`src/rtl/i2cfe_pkg.sv`:
```
`timescale 1ns/1ps
package i2cfe_pkg;

    typedef enum logic [1:0] {
        XS_IDLE    = 2'd0,
        XS_TX_RUN  = 2'd1,
        XS_RX_RUN  = 2'd2,
        XS_RX_TAIL = 2'd3
    } xfer_state_e;

    // status bit positions
    localparam int EV_TX_REQ   = 0;
    localparam int EV_TX_DRAIN = 1;
    localparam int EV_RX_AVAIL = 2;
    localparam int EV_RX_DRAIN = 3;
    localparam int EV_NUM      = 4;

    localparam int THR_W = 6;

endpackage

```
`src/rtl/i2cfe_fifo.sv`:
```
`timescale 1ns/1ps
module i2cfe_fifo #(
    parameter int AW = 4,
    parameter int DW = 8
) (
    input  logic          clk,
    input  logic          rst_n,
    input  logic          flush,
    input  logic          push,
    input  logic [DW-1:0] wdata,
    input  logic          pop,
    output logic [DW-1:0] rdata,
    output logic [AW:0]   level
);
    localparam int DEPTH = 1 << AW;

    logic [DW-1:0] mem [DEPTH];
    logic [AW-1:0] wptr, rptr;
    logic [AW:0]   cnt;
    logic          push_ok, pop_ok;

    assign push_ok = push && (cnt != (AW+1)'(DEPTH));
    assign pop_ok  = pop && (cnt != '0);

    always_ff @(posedge clk) begin
        if (push_ok && !flush) begin
            mem[wptr] <= wdata;
        end
    end

    always_ff @(posedge clk or negedge rst_n) begin
        if (!rst_n) begin
            wptr <= '0;
            rptr <= '0;
            cnt  <= '0;
        end else if (flush) begin
            wptr <= '0;
            rptr <= '0;
            cnt  <= '0;
        end else begin
            if (push_ok) wptr <= wptr + 1'b1;
            if (pop_ok)  rptr <= rptr + 1'b1;
            unique case ({push_ok, pop_ok})
                2'b10:   cnt <= cnt + 1'b1;
                2'b01:   cnt <= cnt - 1'b1;
                default: cnt <= cnt;
            endcase
        end
    end

    assign rdata = mem[rptr];
    assign level = cnt;
endmodule

```
`src/rtl/i2cfe_ctrl.sv`:
```
`timescale 1ns/1ps
module i2cfe_ctrl
    import i2cfe_pkg::*;
#(
    parameter int CNT_W = 16
) (
    input  logic             clk,
    input  logic             rst_n,
    input  logic             xfer_start,
    input  logic             xfer_rx,
    input  logic [CNT_W-1:0] xfer_len,
    input  logic             tx_move,
    input  logic             rx_move,
    input  logic             rx_empty,
    output logic [CNT_W-1:0] remaining,
    output logic             tx_active,
    output logic             rx_active,
    output logic             rx_tail
);
    xfer_state_e state_q, state_n;
    logic        accept;
    logic        last_byte;

    assign accept    = (state_q == XS_IDLE) && xfer_start && (xfer_len != '0);
    assign last_byte = (remaining == CNT_W'(1));

    always_comb begin
        state_n = state_q;
        unique case (state_q)
            XS_IDLE:    if (accept) state_n = xfer_rx ? XS_RX_RUN : XS_TX_RUN;
            XS_TX_RUN:  if (tx_move && last_byte) state_n = XS_IDLE;
            XS_RX_RUN:  if (rx_move && last_byte) state_n = XS_RX_TAIL;
            XS_RX_TAIL: if (rx_empty) state_n = XS_IDLE;
            default:    state_n = XS_IDLE;
        endcase
    end

    // state register
    always_ff @(posedge clk or negedge rst_n) begin
        if (!rst_n) state_q <= XS_IDLE;
        else        state_q <= state_n;
    end

    // remaining byte counter
    always_ff @(posedge clk or negedge rst_n) begin
        if (!rst_n) begin
            remaining <= '0;
        end else if (accept) begin
            remaining <= xfer_len;
        end else if ((tx_move || rx_move) && remaining != '0) begin
            remaining <= remaining - 1'b1;
        end
    end

    // outputs
    always_comb begin
        tx_active = 1'b0;
        rx_active = 1'b0;
        rx_tail   = 1'b0;
        unique case (state_q)
            XS_IDLE:    ;
            XS_TX_RUN:  tx_active = 1'b1;
            XS_RX_RUN:  rx_active = 1'b1;
            XS_RX_TAIL: begin
                rx_active = 1'b1;
                rx_tail   = 1'b1;
            end
            default:    ;
        endcase
    end
endmodule

```
`src/rtl/i2cfe_evt.sv`:
```
`timescale 1ns/1ps
module i2cfe_evt
    import i2cfe_pkg::*;
#(
    parameter int CNT_W = 16,
    parameter int LVL_W = 5
) (
    input  logic              clk,
    input  logic              rst_n,
    input  logic              tx_active,
    input  logic              rx_active,
    input  logic              rx_tail,
    input  logic [CNT_W-1:0]  remaining,
    input  logic [LVL_W-1:0]  tx_level,
    input  logic [LVL_W-1:0]  rx_level,
    input  logic [THR_W-1:0]  tx_thr_m1,
    input  logic [THR_W-1:0]  rx_thr_m1,
    input  logic [EV_NUM-1:0] sts_w1c,
    input  logic [EV_NUM-1:0] irq_en,
    output logic [EV_NUM-1:0] cond,
    output logic [EV_NUM-1:0] sts,
    output logic              irq
);
    logic [CNT_W-1:0] tx_lvl, rx_lvl, tx_thr, rx_thr, tx_need;
    logic             tx_low;

    always_comb begin
        tx_lvl  = CNT_W'(tx_level);
        rx_lvl  = CNT_W'(rx_level);
        tx_thr  = CNT_W'(tx_thr_m1) + CNT_W'(1);
        rx_thr  = CNT_W'(rx_thr_m1) + CNT_W'(1);
        tx_need = (remaining > tx_lvl) ? (remaining - tx_lvl) : '0;
        tx_low  = tx_lvl < tx_thr;

        cond              = '0;
        cond[EV_TX_REQ]   = tx_active && tx_low && (tx_need >= tx_thr);
        cond[EV_TX_DRAIN] = tx_active && tx_low && (tx_need != '0) && (tx_need < tx_thr);
        cond[EV_RX_AVAIL] = rx_active && (rx_lvl >= rx_thr);
        cond[EV_RX_DRAIN] = rx_tail && (rx_lvl != '0) && (rx_lvl < rx_thr);
    end

    always_ff @(posedge clk or negedge rst_n) begin
        if (!rst_n) sts <= '0;
        else        sts <= (sts & ~sts_w1c) | cond;
    end

    assign irq = |(sts & irq_en);
endmodule

```
`src/rtl/i2c_fifo_evt.sv`:
```
`timescale 1ns/1ps
module i2c_fifo_evt
    import i2cfe_pkg::*;
#(
    parameter int DEPTH_CODE = 1,
    parameter int CNT_W      = 16
) (
    input  logic                  clk,
    input  logic                  rst_n,
    input  logic [5:0]            tx_thr_m1,
    input  logic [5:0]            rx_thr_m1,
    input  logic                  tx_flush,
    input  logic                  rx_flush,
    input  logic                  xfer_start,
    input  logic                  xfer_rx,
    input  logic [CNT_W-1:0]      xfer_len,
    input  logic                  cpu_wr,
    input  logic [7:0]            cpu_wdata,
    input  logic                  cpu_rd,
    output logic [7:0]            cpu_rdata,
    input  logic                  eng_tx_take,
    output logic [7:0]            eng_tx_byte,
    input  logic                  eng_rx_put,
    input  logic [7:0]            eng_rx_byte,
    output logic [DEPTH_CODE+3:0] tx_level,
    output logic [DEPTH_CODE+3:0] rx_level,
    output logic [3:0]            depth_code,
    input  logic [3:0]            sts_w1c,
    input  logic [3:0]            irq_en,
    output logic [3:0]            sts,
    output logic                  irq
);
    localparam int AW    = DEPTH_CODE + 3;
    localparam int LVL_W = AW + 1;
    localparam int DEPTH = 8 << DEPTH_CODE;

    logic             tx_act, rx_act, rx_tl;
    logic             tx_move, rx_move;
    logic [CNT_W-1:0] rem_q;
    logic [EV_NUM-1:0] ev_cond;

    assign tx_move = eng_tx_take && tx_act && (tx_level != '0);
    assign rx_move = eng_rx_put && rx_act && !rx_tl && (rx_level != LVL_W'(DEPTH));

    i2cfe_fifo #(.AW(AW), .DW(8)) u_txq (
        .clk   (clk),
        .rst_n (rst_n),
        .flush (tx_flush),
        .push  (cpu_wr),
        .wdata (cpu_wdata),
        .pop   (tx_move),
        .rdata (eng_tx_byte),
        .level (tx_level)
    );

    i2cfe_fifo #(.AW(AW), .DW(8)) u_rxq (
        .clk   (clk),
        .rst_n (rst_n),
        .flush (rx_flush),
        .push  (rx_move),
        .wdata (eng_rx_byte),
        .pop   (cpu_rd),
        .rdata (cpu_rdata),
        .level (rx_level)
    );

    i2cfe_ctrl #(.CNT_W(CNT_W)) u_ctrl (
        .clk        (clk),
        .rst_n      (rst_n),
        .xfer_start (xfer_start),
        .xfer_rx    (xfer_rx),
        .xfer_len   (xfer_len),
        .tx_move    (tx_move),
        .rx_move    (rx_move),
        .rx_empty   (rx_level == '0),
        .remaining  (rem_q),
        .tx_active  (tx_act),
        .rx_active  (rx_act),
        .rx_tail    (rx_tl)
    );

    i2cfe_evt #(.CNT_W(CNT_W), .LVL_W(LVL_W)) u_evt (
        .clk       (clk),
        .rst_n     (rst_n),
        .tx_active (tx_act),
        .rx_active (rx_act),
        .rx_tail   (rx_tl),
        .remaining (rem_q),
        .tx_level  (tx_level),
        .rx_level  (rx_level),
        .tx_thr_m1 (tx_thr_m1),
        .rx_thr_m1 (rx_thr_m1),
        .sts_w1c   (sts_w1c),
        .irq_en    (irq_en),
        .cond      (ev_cond),
        .sts       (sts),
        .irq       (irq)
    );

    assign depth_code = 4'(DEPTH_CODE);
endmodule

```
`config.mk`:
```
export PLATFORM = sky130hd
export DESIGN_NAME = i2c_fifo_evt
export DESIGN_NICKNAME = d
export VERILOG_FILES = /design/src/rtl/i2cfe_pkg.sv /design/src/rtl/i2cfe_fifo.sv /design/src/rtl/i2cfe_ctrl.sv /design/src/rtl/i2cfe_evt.sv /design/src/rtl/i2c_fifo_evt.sv
export SDC_FILE = /design/constraint.sdc
export NUM_CORES = 1
export LEC_CHECK = 0
export BUFFER_PORTS_ARGS = -buffer_cell sky130_fd_sc_hd__buf_2
export CAP_MARGIN = 40
export CELL_PAD_IN_SITES_DETAIL_PLACEMENT = 1
export CELL_PAD_IN_SITES_GLOBAL_PLACEMENT = 1
export CORE_MARGIN = 2
export CORE_UTILIZATION = 48
export CTS_BUF_LIST = sky130_fd_sc_hd__clkbuf_4
export DETAILED_ROUTE_END_ITERATION = 10
export PLACE_DENSITY = 0.83
export SYNTH_ARGS = -nofsm -noshare
export SYNTH_HDL_FRONTEND = slang
export SYNTH_HIERARCHICAL = 1
export SYNTH_SLANG_ARGS = --single-unit
export TNS_END_PERCENT = 30
```
`constraint.sdc`:
```
create_clock -name clk -period 3.53 [get_ports clk]
set_input_delay 0.706 -clock clk [delete_from_list [all_inputs] [get_ports clk]]
set_output_delay 0.706 -clock clk [all_outputs]
set_load 0.01 [all_outputs]
```
* Word level (Yosys, flattened, before mapping)
Memory sizes are Yosys's and may differ from the RTL's.
Cells that the tools add are included.
** Storage, ports and cells
- Register bits :: 48
- RAM bits :: 256
- Input bits :: 62
- Output and inout port bits :: 35
- Logic and storage cells :: 119
- Memories kept :: 2
** Memory list
- u_rxq.mem :: words 16, bits a word 8, rd ports 1, clocked after memory_dff 0, write ports 1, RTL line i2cfe_fifo.sv:17 : logic [DW-1:0] mem [DEPTH];
- u_txq.mem :: words 16, bits a word 8, rd ports 1, clocked after memory_dff 0, write ports 1, RTL line i2cfe_fifo.sv:17
** Operators by class
- Add/sub/neg operators :: 12
- $lt $le $gt $ge :: 6
- Equality and inequality tests :: 14
- Mux-type cells :: 28
- Bitwise gates (word level) :: 4
- Reduce and logical (&&, ||, !) cells :: 44
** Operators by type and width (count)
- $mux W16 :: 3
- $reduce_bool A16 Y1 :: 3
- $lt A5 B16 Y1 :: 2
- $mux W4 :: 8
- $logic_and A1 B1 Y1 :: 23
- $pmux W5 S2 :: 2
- $add A4 B1 Y4 const B :: 4
- $eq A16 B1 Y1 const B :: 1
- $ge A16 B16 Y1 :: 1
- $ge A5 B16 Y1 :: 1
- $gt A16 B5 Y1 :: 1
- $lt A16 B16 Y1 :: 1
- $sub A16 B1 Y16 const B :: 1
- $sub A16 B5 Y16 :: 1
- $add A6 B1 Y7 const B :: 2
- $add A5 B1 Y5 const B :: 2
- $mux W2 :: 5
- $mux W5 :: 2
- $ne A5 B5 Y1 const B :: 2
- $reduce_bool A2 Y1 :: 5
- $reduce_bool A5 Y1 :: 2
- $sub A5 B1 Y5 const B :: 2
- $and A4 B4 Y4 :: 2
- $eq A2 B2 Y1 const B :: 4
- 14 further kinds :: 28

* Logic depth before layout (Yosys ltp)
Gate-level depths: netlist of the first run.
- Depth in word-level cells :: 10
- Mapped depth :: 15
- Depth with buffers taken out :: 15

* Hierarchy
Netlist of the first run, hierarchy kept.
** By module, submodules not included
- i2cfe_fifo (u_rxq) :: times used 1, cells each 297, area each 5765.5 um^2, sequential area each 4169.0 um^2
- i2cfe_fifo (u_txq) :: times used 1, cells each 298, area each 5739.3 um^2, sequential area each 4169.0 um^2
- i2cfe_evt :: times used 1, cells each 168, area each 1275.0 um^2, sequential area each 100.1 um^2
- i2cfe_ctrl :: times used 1, cells each 138, area each 1143.6 um^2, sequential area each 450.4 um^2
- i2c_fifo_evt :: times used 1, cells each 12, area each 77.6 um^2, sequential area each 0.0 um^2

* Least setup slack after synthesis of the first run
OpenSTA, ideal clock, no wires.
- Path kind :: reg2reg
- From :: register u_txq.cnt[0] (netlist: u_txq/level[0])
- To :: register u_evt.sts[0]
- Setup time :: 0.082 ns
- Data arrival time :: 3.780 ns
- Required time :: 3.448 ns
- Path slack :: -0.332 ns
- Stages on the path, launching flop included :: 15
- Path buffers :: 0
- Clock period less this slack :: 3.862 ns
- Cells stage by stage :: dfrtp_1 ha_1 inv_1 fa_1 a211oi_1 o21bai_1 a2111oi_4 and2b_1 ha_1 nand4_1 nor2_1 or4b_2 o211ai_1 nor4b_1 o22ai_1
** On the way
- Cells in the longest elaborated chain, start to end :: 5
- Elaborated cells on any way between the ends :: 8
- Those cells by class :: add/sub: 1; order compare: 3; mux: 1; bitwise: 1; reduce/logical: 2
** RTL lines
- start: declaration :: RTL line i2cfe_fifo.sv:19 : logic [AW:0] cnt;
- start signal: assignment :: RTL line i2cfe_fifo.sv:44 : 2'b10: cnt <= cnt + 1'b1;
- start signal: assignment :: RTL line i2cfe_fifo.sv:45 : 2'b01: cnt <= cnt - 1'b1;
- start signal: assignment :: RTL line i2cfe_fifo.sv:46 : default: cnt <= cnt;
- $sub A16 B5 Y16 or $gt A16 B5 Y1 (tied branches) :: RTL line i2cfe_evt.sv:32 : tx_need = (remaining > tx_lvl) ? (remaining - tx_lvl) : '0;
- $mux W16 :: RTL line i2cfe_evt.sv:32
- $ge A16 B16 Y1 :: RTL line i2cfe_evt.sv:36 : cond[EV_TX_REQ] = tx_active && tx_low && (tx_need >= tx_thr);
- $logic_and A1 B1 Y1 * :: RTL line i2cfe_evt.sv:36
- $or A4 B4 Y4 * :: RTL line i2cfe_evt.sv:44 : else sts <= (sts & ~sts_w1c) | cond;
- end signal: assignment :: RTL line i2cfe_evt.sv:44
- end: declaration :: RTL line i2cfe_evt.sv:21 : output logic [EV_NUM-1:0] sts,
Mark *: on every way between the ends. The rest lies on a longest branch, timed or not.
A chain may end at the register's enable or synchronous reset.

* Final worst setup path of the first run
- From :: register u_ctrl.remaining[0]
- To :: register u_evt.sts[0]
** On the way
- Cells in the longest elaborated chain, start to end :: 5
- Elaborated cells on any way between the ends :: 6
- Those cells by class :: add/sub: 1; order compare: 2; mux: 1; bitwise: 1; reduce/logical: 1
** RTL lines
- start: declaration :: RTL line i2cfe_ctrl.sv:15 : output logic [CNT_W-1:0] remaining,
- start signal: assignment :: RTL line i2cfe_ctrl.sv:49 : remaining <= xfer_len;
- start signal: assignment :: RTL line i2cfe_ctrl.sv:51 : remaining <= remaining - 1'b1;
- $sub A16 B5 Y16 or $gt A16 B5 Y1 (tied branches) :: RTL line i2cfe_evt.sv:32
- $mux W16 * :: RTL line i2cfe_evt.sv:32
- $ge A16 B16 Y1 * :: RTL line i2cfe_evt.sv:36
- $logic_and A1 B1 Y1 * :: RTL line i2cfe_evt.sv:36
- $or A4 B4 Y4 * :: RTL line i2cfe_evt.sv:44
Marks and branches as above.

==> impl_results.md, run 1 <==
* Clock power share at 0.277
* CP endpoint kind: flop
* Met2 WL at 18100 um
* Pin count of the biggest net entering global routing at 36
* Worst hold-check path type: in -> async
* Die X at 175 um
* Buffers on Ports at 92
* Sw Pwr at 3.44 mW
* Fin. max-slew vios at 0
* Pwr dens at 640 nW/um^2
* Startpoint types: flop
* Area post-placement at 15200 um^2
* DRT antenna net count at 0
* Share of post-route cells with drive strength above 1 at 0.344
* Slew margin rel. at 0.417
* Setup ws final at -87.3 ps
* Via count at 8817
* Mapped cell area at 14000 um^2
* Clk_skew at 84.7 ps
* Reg2reg start: u_ctrl/remaining[0]
* Final Hold Vio Count at 0
* Die Span Y at 175 um
* Iter 0 DRT Violations at 507
* Hpwl dp at 23300 um
* Drt total wl at 34900 um
* VDD IR max at 382 uV
* RSZ-0062 raised after global routing: yes
* GR Overflow Total at 0
* Io pins at 97
* Worst Path Required at 4140 ps
* Gpl congestion at 0.835
* Layout area overhead at 16.8%
* Most common cell after layout, fill and taps aside: edfxtp_1
* Initial antenna violation count at 2
* Syn avg cell area at 15.4 um^2
* # clock sinks at 304
* Vias in the first global route at 9691
* Failing checks: setup timing
* # rows at 62
* Max Cap Viol at 0
* M1 WL at 14300 um
* TritonCTS clock tree: built
* Clock transition at path regs at 70 ps
* Initial core utilization at 0.487
* Cts bufs inserted at 79
* Clock root cell: clkbuf_4
* Fmax at 276 MHz
* Count of final setup violators at 1
* Core Util, Final at 0.569
* R2R Path End: u_evt/sts[0]
* FILL cells at 2820
* Status: finished, violations left
* Most frequent cells in the layout: 256 x edfxtp_1, 110 x clkbuf_4, 92 x buf_2
* H-tree lvl count at 3
* Worst-Margin Slew at 875 ps
* Post-layout instance area at 16300 um^2
* Combinational power share at 0.312
* Global-route wire length before repair at 54900 um
* Core area at 28700 um^2
* Period utilization at 1.02
* Clock buffer depth at 3
* Kind of critical path: reg -> reg
* Syn. warnings at 6
* Multi-input gate area at 4910 um^2
* DRT Pass-1 Iters at 5
* # DRC at 0
* Die area at 30500 um^2
* DR top layer: met4
* Synth Instances at 909
* FF/Latch Area at 8890 um^2
* Switching share of power at 0.329
* Power Internal at 7.01 mW
* Vias per inst at 5.72
* Minimum clock period at 3620 ps
* Clock latency on the worst-skew pair at 720 ps
* CP max FO at 6
* Reg2reg path depth at 17
* Gr usage total at 0.236
* Drt wl/cell at 22.6 um
* Final layout net count at 1208
* Sequential power share at 0.412
* Critical path arrival at 4220 ps
* LEAKAGE at 5.84 nW
* Met3 wire len at 1860 um
* Flop2flop setup slack at -90 ps
[stage by stage]
step	instances	setup slack (ps)	TNS, ps	hold WS (ps)	total power [mW]
6_report	1542	-87.3	-87.3	94.5	10.5
5_1_grt	1541	-182	-182	87.9	11.1
4_1_cts	1539	-55.6	-55.6	73.2	10.5
3_5_place_dp	1404	-252	-276	501	7.38
3_3_place_gp	1404	-32.9	-32.9	489	7.25
2_1_floorplan	911	-62.7	-62.7	410	6.42
[layout make-up]
| cell class | count | area share |
|---|---|---|
| clock buffer | 110 | 0.0506 |
| sequential | 304 | 0.545 |
| antenna | 2 | 0.000307 |
| clock inverter | 21 | 0.00674 |
| tap | 384 | 0.0294 |
| inverter | 33 | 0.00759 |
| timing repair buffer | 157 | 0.0596 |
| multi-input combinational | 531 | 0.301 |
[routing by layer]
metal | up-vias | GRT usage
met3 | 48 | 0.0529
met4 | 0 | 0.0715
met2 | 265 | 0.409
li1 | 3977 | -
met1 | 4527 | 0.299
met5 | - | 0
[flip-flops by register name, summed over array words and instances (netlist names)]
name and cells:
u_ctrl/remaining 16, u_ctrl/state_q 2, u_evt/sts 4, u_rxq/level 5, u_rxq/mem 128, u_rxq/rptr 4
u_rxq/wptr 4, u_txq/level 5, u_txq/mem 128, u_txq/rptr 4, u_txq/wptr 4
[worst max-delay path by stage]
stage	start	to	slack, ps	cells past startpoint
floorplan	u_txq/level[0]	u_evt/sts[0]	-60	14
global placement	u_ctrl/remaining[0]	u_evt/sts[0]	-30	16
detailed placement	u_ctrl/remaining[0]	u_evt/sts[0]	-250	16
CTS	u_ctrl/remaining[9]	u_evt/sts[0]	-60	12
global route	u_ctrl/remaining[12]	u_evt/sts[0]	-180	13
finish	u_ctrl/remaining[0]	u_evt/sts[0]	-90	17
[critical path, cell delays in order, from the launching register on]
cell      delay (ps)
dfrtp_1          380
inv_2             70
ha_4             130
inv_2             30
fa_2             350
a211oi_2         220
o21bai_2         130
buf_4            170
or3_1            370
a21oi_4          200
ha_4             230
buf_4            140
a21oi_1          150
nand2_1          120
nor4_2           240
nand3_1          200
nor4b_4          340
o22ai_2           90
[power groups by stage]
stage	clock [mW]	sequential (mW)	combinational, mW
after floorplan	0	4.41	2.01
after global placement	0	4.36	2.89
after detailed placement	0	4.38	3.01
after CTS	2.98	4.30	3.18
after global routing	3.16	4.33	3.58
final	2.89	4.30	3.26
[timing repair]
item                                    CTS  global route
gates resized for setup                  13             4
hold endpoints to repair                  0             0
gates cloned                              0             0
hold buffers                              0             0
endpoints found under the setup margin    1             1
pin swaps                                12            12
buffers inserted                          4             1
No activity file was read; power rests on OpenSTA's default activity.
==> run 2: changes to the inputs <==
--- a/config.mk
+++ b/config.mk
@@ -9,7 +9,6 @@
 export CAP_MARGIN = 40
 export CELL_PAD_IN_SITES_DETAIL_PLACEMENT = 1
 export CELL_PAD_IN_SITES_GLOBAL_PLACEMENT = 1
-export CORE_MARGIN = 2
 export CORE_UTILIZATION = 48
 export CTS_BUF_LIST = sky130_fd_sc_hd__clkbuf_4
 export DETAILED_ROUTE_END_ITERATION = 10
==> constraint.sdc (replaced) <==
create_clock -name clk -period 3.53 [get_ports clk]
set_input_delay 0.353 -clock clk [delete_from_list [all_inputs] [get_ports clk]]
set_output_delay 0.353 -clock clk [all_outputs]
set_load 0.01 [all_outputs]
==> run 2 against run 1 <==
Critical path type unchanged. Clock skew down 27 ps. Clock power about the same. Sequential share of layout area shrank 0.56 points. First-iteration DRC count up 1.2%. The run still ends with setup timing left. Power is 0.66% lower. Count of clock-buffer cells in the layout is 1 higher. Critical path depth decreased by 5. Register-to-register slack got worse by 50 ps. Global-route usage increased by 0.24 points. Combinational power down 4%.
==> impl_results.md, run 2 (synthesis results as in run 1) <==
* H-tree lvl count at 3 (unchanged)
* Gr usage total at 0.239 (was 0.236)
* Die X at 173 um (was 175 um)
* Global-route wire length before repair at 54200 um (was 54900 um)
* Area post-placement at 15100 um^2 (was 15200 um^2)
* Period utilization at 1.04 (was 1.02)
* Clock latency on the worst-skew pair at 690 ps (was 720 ps)
* Startpoint types: flop (unchanged)
* Slowest CP cell: or4_4 (was dfrtp_1)
* Gpl congestion at 0.837 (was 0.835)
* Setup ws final at -136 ps (was -87.3 ps)
* Die area at 29800 um^2 (was 30500 um^2)
* Clk_skew at 58.2 ps (was 84.7 ps)
* # DRC at 0 (unchanged)
* Vias per inst at 5.68 (was 5.72)
* Top Registers: u_rxq/mem (128), u_txq/mem (128), u_ctrl/remaining (16) (unchanged)
* CP max FO at 4 (was 6)
* Worst-Margin Slew at 937 ps (was 875 ps)
* Slew margin rel. at 0.373 (was 0.417)
* Critical path arrival at 4270 ps (was 4220 ps)
* FILL cells at 2850 (was 2820)
* Kind of critical path: reg -> reg (unchanged)
* Vias in the first global route at 9602 (was 9691)
* Pwr dens at 629 nW/um^2 (was 640 nW/um^2)
* Layout area overhead at 18.0% (was 16.8%)
* Multi-input gate area at 4840 um^2 (was 4910 um^2)
* Final layout net count at 1226 (was 1208)
* Pin count of the biggest net entering global routing at 32 (was 36)
* Hpwl dp at 23200 um (was 23300 um)
* # clock sinks at 304 (unchanged)
* VDD IR max at 397 uV (was 382 uV)
* Core area at 28700 um^2 (unchanged)
* Sum Neg Setup Slack at -136 ps (was -87.3 ps)
* Final Hold Vio Count at 0 (unchanged)
* Placed Cells at 1390 (was 1404)
* Count of final setup violators at 1 (unchanged)
* Status: finished, violations left (unchanged)
* Clock root cell: clkbuf_4 (unchanged)
* RSZ-0062 raised after global routing: yes (unchanged)
* Fin cells at 1566 (was 1542)
* Fmax at 273 MHz (was 276 MHz)
* Via count at 8895 (was 8817)
* LEAKAGE at 5.91 nW (was 5.84 nW)
* Io pins at 97 (unchanged)
* Worst Path Required at 4140 ps (about the same)
* GR Overflow Total at 0 (unchanged)
* Initial antenna violation count at 2 (unchanged)
* DRT antenna net count at 0 (unchanged)
* Most common cell after layout, fill and taps aside: edfxtp_1 (unchanged)
* # rows at 62 (unchanged)
* FF/Latch Area at 8890 um^2 (unchanged)
* Clock transition at path regs at 80 ps (was 70 ps)
* Post-layout instance area at 16500 um^2 (was 16300 um^2)
* Power, Total at 10.4 mW (was 10.5 mW)
* Share of post-route cells with drive strength above 1 at 0.326 (was 0.344)
* DRT Pass-1 Iters at 4 (was 5)
* Core Util, Final at 0.575 (was 0.569)
* Iter 0 DRT Violations at 513 (was 507)
* Die Span Y at 173 um (was 175 um)
* Max Cap Viol at 0 (unchanged)
* Drt wl/cell at 22.2 um (was 22.6 um)
* CP Cell Sequence: or4_4 -> or3_4 -> a2111oi_4 -> buf_4 -> nor2_1 -> ha_1 -> nand4_1 -> nor2_2 -> or4b_4 -> o211ai_1 -> nor4b_2 -> o22ai_1 (was inv_2 -> ha_4 -> inv_2 -> fa_2 -> a211oi_2 -> o21bai_2 -> buf_4 -> or3_1 -> a21oi_4 -> ha_4 -> buf_4 -> a21oi_1 -> nand2_1 -> nor4_2 -> nand3_1 -> nor4b_4 -> o22ai_2)
* Clock buffer depth at 3 (unchanged)
* TritonCTS clock tree: built (unchanged)
* Buffers on Ports at 92 (unchanged)
* Most frequent cells in the layout: 256 x edfxtp_1, 111 x clkbuf_4, 92 x buf_2 (was 256 x edfxtp_1, 110 x clkbuf_4, 92 x buf_2)
* Worst hold-check path type: in -> reg (was in -> async)
* Crit path largest cell delay at 530 ps (was 380 ps)
* Fin. max-slew vios at 0 (unchanged)
* Failing checks: setup timing (unchanged)
* Initial core utilization at 0.487 (unchanged)
* Minimum clock period at 3670 ps (was 3620 ps)
* Cts bufs inserted at 79 (unchanged)
* CP endpoint kind: flop (unchanged)
* Drt total wl at 34800 um (was 34900 um)
run 2: through the flow:
step	hold slack, ps	worst slack [ps]
finish	54.2	-136
global route	14.1	-292
CTS	4.95	-28.4
detailed placement	393	-219
global placement	380	6.20
floorplan	57.4	-62.7
run 2: where the power goes:
part           internal (mW)  switching [mW]
Clock                   1.46            1.44
Combinational           1.44            1.70
Sequential              4.09           0.250
Total                   6.99            3.39
run 2: worst max-delay path, delay by kind of cell, from the launching register on:
family	cells	cell delay, ps
buffers and inverters	1	190
flip-flops	1	370
AND/OR/NAND/NOR	7	1860
adder cells (fa/ha/maj)	1	300
AO/OA/AOI/OAI	3	850
run 2: repair_timing:
| item | 4_1_cts | 5_1_grt |
|---|---|---|
| pin swaps | 4 | 10 |
| gates resized for setup | 2 | 5 |
| endpoints found under the setup margin | 1 | 2 |
| setup buffers | 3 | 4 |
| endpoints found under the hold margin | 61 | 0 |
| hold buffers | 29 | 0 |
run 2: layout make-up:
class	count	area share
sequential	304	0.539
tap	384	0.0291
inverter	33	0.00751
clock buffer	111	0.0505
antenna	2	0.000303
timing repair buffer	175	0.0724
multi-input combinational	531	0.293
clock inverter	26	0.00766
run 2: path summary, 6_finish.rpt:
kind / slack (ps) / startpoint / depth (start not counted) / to
setup / recovery: -140 / u_ctrl/remaining[12] / 12 / u_evt/sts[0]
hold / removal: 50 / eng_rx_byte[4] / 1 / u_rxq/mem[4][4]
setup reg to reg: -140 / u_ctrl/remaining[12] / 12 / u_evt/sts[0]
hold reg to reg: 510 / u_evt/sts[2] / 1 / u_evt/sts[2]
max in group asynchronous: 2450 / rst_n / 3 / u_txq/level[0]
min in group asynchronous: 210 / rst_n / 2 / u_ctrl/remaining[5]
run 2: routing by layer:
metal / up-vias / part of all wire / wire (um) / GRT usage
li1: 4033 / - / - / -
met2: 243 / 0.52 / 17900 / 0.415
met1: 4560 / 0.41 / 14300 / 0.298
met4: 0 / 0.022 / 760 / 0.0808
met5: - / 0 / 0 / 0
met3: 59 / 0.051 / 1770 / 0.0504
==> run 3: changes to the inputs <==
--- a/config.mk
+++ b/config.mk
@@ -7,7 +7,7 @@
 export LEC_CHECK = 0
 export BUFFER_PORTS_ARGS = -buffer_cell sky130_fd_sc_hd__buf_2
 export CAP_MARGIN = 40
-export CELL_PAD_IN_SITES_DETAIL_PLACEMENT = 1
+export CELL_PAD_IN_SITES_DETAIL_PLACEMENT = 0
 export CELL_PAD_IN_SITES_GLOBAL_PLACEMENT = 1
 export CORE_UTILIZATION = 48
 export CTS_BUF_LIST = sky130_fd_sc_hd__clkbuf_4
==> run 3 against run 2 <==
The flow still finishes with violations (setup timing). First-iteration DRC count down 14%. Power shrank 1.6%. Clock power is essentially flat. Global-route usage fell by 3.6 points. Sequential share of layout area rose by 0.25 points. Critical endpoint unchanged. Highest routed layer unchanged.
==> impl_results.md, run 3 (synthesis results as in run 1) <==
* Via count at 8564 (was 8895)
* GR Overflow Total at 0 (unchanged)
* HP Start: tx_flush (was eng_rx_byte[4])
* # rows at 62 (unchanged)
* Worst-Margin Slew at 875 ps (was 937 ps)
* Slew margin rel. at 0.415 (was 0.373)
* Hold depth at 2 (was 1)
* Pin count of the biggest net entering global routing at 32 (unchanged)
* CP endpoint kind: flop (unchanged)
* Core area at 28700 um^2 (unchanged)
* FILL cells at 2276 (was 2850)
* Clock transition at path regs at 60 ps (was 80 ps)
* Iter 0 DRT Violations at 439 (was 513)
* Die X at 173 um (unchanged)
* Layout area overhead at 17.4% (was 18.0%)
* CP max FO at 3 (was 4)
* Gr usage total at 0.203 (was 0.239)
* Setup ws final at -12.9 ps (was -136 ps)
* Worst hold-check path type: in -> reg (unchanged)
* Critical path arrival at 4130 ps (was 4270 ps)
* Die area at 29800 um^2 (unchanged)
* Fin. max-slew vios at 0 (unchanged)
* Startpoint types: flop (unchanged)
* DRT antenna net count at 0 (unchanged)
* Final layout net count at 1216 (was 1226)
* TritonCTS clock tree: built (unchanged)
* Fmax at 282 MHz (was 273 MHz)
* Reg2reg start: u_ctrl/remaining[0] (was u_ctrl/remaining[12])
* Count of final setup violators at 1 (unchanged)
* Clock root cell: clkbuf_4 (unchanged)
* Clk_skew at 64.5 ps (was 58.2 ps)
* Gpl congestion at 0.837 (unchanged)
* # DRC at 0 (unchanged)
* Most common cell after layout, fill and taps aside: edfxtp_1 (unchanged)
* Status: finished, violations left (unchanged)
* Drt wl/cell at 18.9 um (was 22.2 um)
* Period utilization at 1.00 (was 1.04)
* Vias in the first global route at 8801 (was 9602)
* Worst Path Required at 4120 ps (was 4140 ps)
* Buffers on Ports at 92 (unchanged)
* # clock sinks at 304 (unchanged)
* Kind of critical path: reg -> reg (unchanged)
* Vias per inst at 5.51 (was 5.68)
* Pwr dens at 622 nW/um^2 (was 629 nW/um^2)
* Reg2reg path depth at 15 (was 12)
* H-tree lvl count at 3 (unchanged)
* Clock latency on the worst-skew pair at 680 ps (was 690 ps)
* Minimum clock period at 3540 ps (was 3670 ps)
* Share of post-route cells with drive strength above 1 at 0.319 (was 0.326)
* Max Cap Viol at 0 (unchanged)
* Cts bufs inserted at 78 (was 79)
* RSZ-0062 raised after global routing: yes (unchanged)
* Io pins at 97 (unchanged)
* Initial core utilization at 0.487 (unchanged)
* Initial antenna violation count at 2 (unchanged)
* Sum Neg Setup Slack at -12.9 ps (was -136 ps)
* LEAKAGE at 5.86 nW (was 5.91 nW)
* Hpwl dp at 19900 um (was 23200 um)
* Drt total wl at 29400 um (was 34800 um)
* Clock buffer depth at 3 (unchanged)
* Pre-CTS setup slack at -140 ps (was -219 ps)
* DRT Pass-1 Iters at 5 (was 4)
* Failing checks: setup timing (unchanged)
* Hold_ws at 55.0 ps (was 54.2 ps)
* Most frequent cells in the layout: 256 x edfxtp_1, 101 x clkbuf_4, 92 x buf_2 (was 256 x edfxtp_1, 111 x clkbuf_4, 92 x buf_2)
* Die Span Y at 173 um (unchanged)
* Final Hold Vio Count at 0 (unchanged)
* VDD IR max at 428 uV (was 397 uV)
* Top Registers: u_rxq/mem (128), u_txq/mem (128), u_ctrl/remaining (16) (unchanged)
* Launch point of the worst path: u_ctrl/remaining[0] (was u_ctrl/remaining[12])
* Global-route wire length before repair at 47100 um (was 54200 um)
-- run 3: critical path: stages (launching register included) --
cell and delay, ps:
dfrtp_1 400, inv_2 80, ha_4 130, inv_2 40, fa_2 390, a211oi_2 200, o21bai_2 110, a2111oi_4 340
and2b_1 230, ha_1 310, nand4_1 140, nor2_1 130, or4b_4 470, o211ai_1 300, nor4b_2 100, o22ai_1 110
-- run 3: layer usage --
metal | track usage | vias to the layer above | wire [um]
li1 | - | 4009 | -
met1 | 0.267 | 4253 | 12300
met2 | 0.336 | 261 | 14800
met3 | 0.0455 | 41 | 1800
met4 | 0.0653 | 0 | 453
met5 | 0 | - | 0
-- run 3: final timing paths --
check	to	slack [ps]
min	u_txq/rptr[2]	60
min in group asynchronous	u_ctrl/remaining[14]	210
max reg2reg	u_evt/sts[0]	-10
max	u_evt/sts[0]	-10
min reg2reg	u_evt/sts[1]	510
max in group asynchronous	u_txq/level[0]	2510
-- run 3: power by group --
part           total [mW]  internal, mW  leakage (nW)  switching, mW
clock network        2.88          1.50         0.573           1.38
logic                3.00          1.42          2.37           1.58
registers            4.33          4.09          2.92          0.244
-- run 3: timing repair --
action	in CTS	in global routing
setup endpoints to repair	1	2
gates cloned	0	0
pin swaps	5	0
resized for setup	2	4
hold buffers	27	0
hold endpoints to repair	68	0
setup buffers	1	0
-- run 3: through the flow --
step	instances	instance area (um^2)	power (mW)	util
after global placement	1390	15100	7.29	0.528
after CTS	1550	16400	10.3	0.571
after detailed placement	1390	15100	7.34	0.528
after floorplan	911	14000	6.42	-
final	1553	16400	10.2	0.572
after global routing	1552	16400	10.8	0.572
-- run 3: area by class of cell --
class	instances	area (um^2)	area share
flip-flops and latches	304	8890	0.542
clock inverters	31	200	0.0122
clock buffers	101	758	0.0462
multi-input cells	531	4840	0.295
diodes	3	7.51	0.000457
repair buffers	166	1120	0.0683
inverters	33	124	0.00754
well taps	384	480	0.0293
